### src/rtl/adc_corr_pkg.sv
package adc_corr_pkg;

  localparam int CODE_W = 2;

  // Stage k is captured k+1 half clocks after the sampling edge.
  function automatic bit cap_on_fall(input int k);
    return ((k + 1) % 2) == 1;
  endfunction

  // Rising edge (counted from the sample) on which every code of a sample is aligned.
  function automatic int align_tick(input int nstg);
    return (nstg + 2) / 2;
  endfunction

  // Sample-to-output latency: alignment, sum register, output register.
  function automatic int pipe_lat(input int nstg);
    return align_tick(nstg) + 2;
  endfunction

  // Number of rising-edge registers a stage code passes through.
  function automatic int align_depth(input int k, input int nstg);
    if (cap_on_fall(k)) return align_tick(nstg) - k / 2;
    return align_tick(nstg) - (k + 1) / 2 + 1;
  endfunction

endpackage

### src/rtl/adc_stage_delay.sv
module adc_stage_delay #(
  parameter int CW    = 2,
  parameter bit FALL  = 1'b0,
  parameter int DEPTH = 1
) (
  input  logic          clk,
  input  logic          rst,
  input  logic [CW-1:0] din,
  output logic [CW-1:0] dout
);

  logic [CW-1:0] entry;
  logic [CW-1:0] pipe [DEPTH];

  generate
    if (FALL) begin : g_fall
      logic [CW-1:0] neg_q;
      always_ff @(negedge clk) begin
        if (rst) neg_q <= '0;
        else     neg_q <= din;
      end
      assign entry = neg_q;
    end else begin : g_rise
      assign entry = din;
    end
  endgenerate

  always_ff @(posedge clk) begin
    if (rst) begin
      for (int i = 0; i < DEPTH; i++) pipe[i] <= '0;
    end else begin
      pipe[0] <= entry;
      for (int i = 1; i < DEPTH; i++) pipe[i] <= pipe[i-1];
    end
  end

  assign dout = pipe[DEPTH-1];

endmodule

### src/rtl/adc_ovl_merge.sv
module adc_ovl_merge #(
  parameter int NSTG  = 7,
  parameter int CW    = 2,
  parameter int OUT_W = NSTG + 1
) (
  input  logic                   clk,
  input  logic                   rst,
  input  logic [(NSTG+1)*CW-1:0] codes,
  input  logic                   load,
  output logic [OUT_W-1:0]       dout
);

  localparam int SUM_W = NSTG + 3;
  localparam int unsigned OFS  = (2**NSTG - 1) + 2 - 2**(OUT_W-1);
  localparam int unsigned MAXV = 2**OUT_W - 1;

  logic [SUM_W-1:0] acc;
  logic [SUM_W-1:0] sum_q;
  logic [SUM_W-1:0] diff;
  logic [OUT_W-1:0] clip;

  always_comb begin
    acc = '0;
    for (int k = 0; k < NSTG; k++) begin
      acc = acc + (SUM_W'(codes[k*CW +: CW]) << (NSTG - 1 - k));
    end
    acc = acc + SUM_W'(codes[NSTG*CW +: CW]);
  end

  always_ff @(posedge clk) begin
    if (rst) sum_q <= '0;
    else     sum_q <= acc;
  end

  always_comb begin
    diff = sum_q - SUM_W'(OFS);
    if (sum_q < SUM_W'(OFS))      clip = '0;
    else if (diff > SUM_W'(MAXV)) clip = '1;
    else                          clip = diff[OUT_W-1:0];
  end

  always_ff @(posedge clk) begin
    if (rst)       dout <= '0;
    else if (load) dout <= clip;
  end

endmodule

### src/rtl/adc_pipe_corr.sv
module adc_pipe_corr
  import adc_corr_pkg::*;
#(
  parameter int NCH  = 2,
  parameter int NSTG = 7,
  localparam int OUT_W = NSTG + 1
) (
  input  logic                        clk,
  input  logic                        rst,
  input  logic                        samp_vld,
  input  logic [NCH*NSTG*CODE_W-1:0]  stg_code,
  input  logic [NCH*CODE_W-1:0]       fl_code,
  output logic [NCH*OUT_W-1:0]        data_out,
  output logic                        data_vld
);

  localparam int LAT = pipe_lat(NSTG);
  localparam int AW  = (NSTG + 1) * CODE_W;

  logic [LAT:0] vld_sr;

  always_ff @(posedge clk) begin
    if (rst) vld_sr <= '0;
    else     vld_sr <= {vld_sr[LAT-1:0], samp_vld};
  end

  assign data_vld = vld_sr[LAT];

  generate
    for (genvar c = 0; c < NCH; c++) begin : g_ch
      logic [AW-1:0] algn;

      for (genvar k = 0; k <= NSTG; k++) begin : g_stg
        logic [CODE_W-1:0] raw;
        if (k < NSTG) begin : g_mid
          assign raw = stg_code[(c*NSTG + k)*CODE_W +: CODE_W];
        end else begin : g_flash
          assign raw = fl_code[c*CODE_W +: CODE_W];
        end

        adc_stage_delay #(
          .CW   (CODE_W),
          .FALL (cap_on_fall(k)),
          .DEPTH(align_depth(k, NSTG))
        ) u_dly (
          .clk (clk),
          .rst (rst),
          .din (raw),
          .dout(algn[k*CODE_W +: CODE_W])
        );
      end

      adc_ovl_merge #(
        .NSTG (NSTG),
        .CW   (CODE_W),
        .OUT_W(OUT_W)
      ) u_mrg (
        .clk  (clk),
        .rst  (rst),
        .codes(algn),
        .load (vld_sr[LAT-1]),
        .dout (data_out[c*OUT_W +: OUT_W])
      );
    end
  endgenerate

endmodule

### config.mk
export PLATFORM = sky130hd
export DESIGN_NAME = adc_pipe_corr
export DESIGN_NICKNAME = d
export VERILOG_FILES = /design/src/rtl/adc_corr_pkg.sv /design/src/rtl/adc_stage_delay.sv /design/src/rtl/adc_ovl_merge.sv /design/src/rtl/adc_pipe_corr.sv
export SDC_FILE = /design/constraint.sdc
export NUM_CORES = 1
export LEC_CHECK = 0
export CAP_MARGIN = 40
export CORE_UTILIZATION = 25
export CTS_CLUSTER_DIAMETER = 200
export DETAILED_ROUTE_END_ITERATION = 10
export PLACE_DENSITY = 0.43
export SLEW_MARGIN = 10
export SYNTH_ARGS = -nofsm -noshare
export SYNTH_HDL_FRONTEND = slang
export SYNTH_SLANG_ARGS = --single-unit
### constraint.sdc
create_clock -name clk -period 4.25 [get_ports clk]
set_clock_uncertainty 0.05 [all_clocks]
set_input_delay 0.425 -clock clk [delete_from_list [all_inputs] [get_ports clk]]
set_output_delay 0.425 -clock clk [all_outputs]
set_load 0.05 [all_outputs]
==> impl_metrics.toml <==
[run_status]
status = "completed"

[clock_tree]
tritoncts = "built"
clock_latency_ns = 0.44
cts_root_buf = "clkbuf_16"
clk_path_buf_depth = 2
clkSinkCount = 139
post_cts_buffers = 0
ctsResizeCount = 0
path_clk_slew_ns = 0.06
ctsHtreeMaxLevel = 4
cts_buffers = 17
hold_buffers = 0

[critical_path]
crit_arrival_ns = 0.95
path_buf_inv = 1
timing.rr.start = "g_ch[0].g_stg[6].u_dly.entry[0]"
critPathTopFamily = "buffers and inverters"
reg2reg_depth = 1
cp.required_ns = 2.38
cpPeakStageDelay_ns = 0.40
cpMaxStageDelayCell = "clkdlybuf4s50_1"
end_kind = "register"
cp_max_fo = 1
rr_endpoint = "g_ch[0].g_stg[6].u_dly.pipe[0][0]"
cp-start-kind = "input port"
crit_path_cell_trace = "clkdlybuf4s50_1, nor2b_1"
regToRegSetupSlack_ns = 1.52
critPathKind = "in2reg"

[detailed_routing]
via_per_inst = 3.86
ant_nets = 0
drt_first_iter_violations = 113
wire_per_inst_um = 9.78
drcViolationCount = 0
dr_total_vias = 3260
first_pass_iters = 4
drt_wl_total_um = 8250

[placed_design]
placed_cell_area_um2 = 5890
numPortBuffers = 51
dp_slack_ns = 0.983
gp_congestion = 0.797
dp_cells = 797
dp_hpwl_um = 5890

[synthesis]
synth-simple-area-share_pct = 21.7
syn_inst = 495
synth_top_family_by_area = "simple AND/OR/NAND/NOR gates"
synth_ff_type = "dfxtp_1"
ys_ff_latch = 139
yosysWarnings = 0
synth.area.mux_share_pct = 0
syn_avg_cell_area_um2 = 10.3
synthXorXnorAreaFrac_pct = 2.41
yosysSeqAreaShare_pct = 54.7
synthesis.nets = 562
synthArstFlopShare_pct = 0
synth_cell_types = 46
synth_fa_ha_area_share_pct = 8.45
synth-edff-count = 0
syn_area_um2 = 5090
synth_compound_area_share_pct = 9.83

[floorplanning]
dieWidth_um = 145
initial_core_util_pct = 25.8
io_pins = 52
die_y_um = 145
rows = 51
die_area_um2 = 20900
core_um2 = 19700

[final_layout]
fin_area_um2 = 6550
finalNonFillerCells = 844
finalNetCount = 633
mostFrequentLayoutCell = "dfxtp_1"
fin_util_pct = 33.2
drive_gt1_share_pct = 7.43
syn_to_final_growth_pct = 28.7
antenna_cells = 0
final_cell_mix = "dfxtp_1 (139), nor2b_1 (110), clkdlybuf4s50_1 (50)"

[timing]
slew_violations = 0
max-slew-margin-rel_pct = 57.8
setup_violations = 0
whs_ns = 0.372
fin_tns_setup_ns = 0
setup_ws_ns = 1.43
worst_pin_slew_ns = 0.633
hold_violations = 0
rsz0062_at_grt = "no"

[pwr]
finalPower_mw = 3.10
leakage_nw = 2.68
peakVddDrop_uv = 259
p_per_area_nw_per_um2 = 473

[hold_path]
hold_start = "rst"
min_to = "g_ch[1].g_stg[0].u_dly.pipe[0][1]"
hold_depth = 2
min_path_type = "in2reg"

[global_routing]
grt_pass1_wl_um = 14400
antenna_found_initial = 0
overflow = 0
track_usage_pct = 8.96
grt_max_degree = 67
grt_pass1_vias = 3120

[flow_run]
maxCapViolations = 0
logic make-up after synthesis:
kind of cell,Yosys count
buffers and inverters,40
and+or+nand+nor,194
xor gates and xnor gates,14
adders and majority gates,32
AOI/OAI and AO/OA,76
DFF,139
cell usage after synthesis (6+ instances only):
| cell type | n | area share, % |
|---|---|---|
| nand2_1 | 23 | 1.7 |
| o21ai_0 | 20 | 2.0 |
| nor2_1 | 22 | 1.6 |
| xor2_1 | 6 | 1.0 |
| ha_1 | 28 | 6.9 |
| dfxtp_1 | 139 | 55 |
| xnor2_1 | 8 | 1.4 |
| a211oi_1 | 6 | 0.88 |
| inv_1 | 24 | 1.8 |
| o21ai_1 | 8 | 0.79 |
| a21oi_1 | 19 | 1.9 |
| nor3_1 | 17 | 1.7 |
| nand3_1 | 6 | 0.59 |
| nor2b_1 | 110 | 14 |
| clkbuf_1 | 15 | 1.1 |
worst max path at each step:
stage                     slack (ns)                               to                               from  depth (start not counted)
after detailed placement        0.98  g_ch[1].g_stg[6].u_dly.entry[1]                       stg_code[27]                          2
after global routing            1.24           g_ch[0].u_mrg.sum_q[9]  g_ch[0].g_stg[5].u_dly.pipe[0][2]                          9
final                           1.43  g_ch[1].g_stg[6].u_dly.entry[1]                       stg_code[27]                          2
after CTS                       1.44  g_ch[1].g_stg[6].u_dly.entry[1]                       stg_code[27]                          2
after floorplan                 0.93  g_ch[1].g_stg[4].u_dly.entry[1]                                rst                          3
after global placement          1.00  g_ch[0].g_stg[6].u_dly.entry[1]                       stg_code[13]                          2
power breakdown:
part	leakage (nW)	total, mW	internal (mW)	switching [mW]
sequential	1.14	1.37	1.35	0.0176
clock	0.386	1.54	0.925	0.616
combinational	1.15	0.193	0.101	0.0918
state kept, by name (all words and copies together) (netlist names):
name and cells:
g_ch.g_stg.u_dly.entry 16, g_ch.g_stg.u_dly.pipe 80, g_ch.u_mrg.dout 16, g_ch.u_mrg.sum_q 20
vld_sr 7
per-layer routing:
metal / up-vias / track usage [%] / share of wire [%]
met5: - / 0 / 0
met4: 0 / 5.26 / 2.1
met3: 15 / 3.46 / 4.8
met2: 69 / 13.0 / 40
met1: 1396 / 11.3 / 53
li1: 1780 / - / -
cell type report:
class,count,area (µm²)
Timing Repair Buffer,53,523
Inverter,23,86.3
Sequential cell,139,2780
Clock buffer,20,489
Tap cell,265,332
Clock inverter,28,181
Multi-Input combinational cell,316,2160
Fill cell,1977,13200
Note: power is estimated with default switching activity, not from simulation.
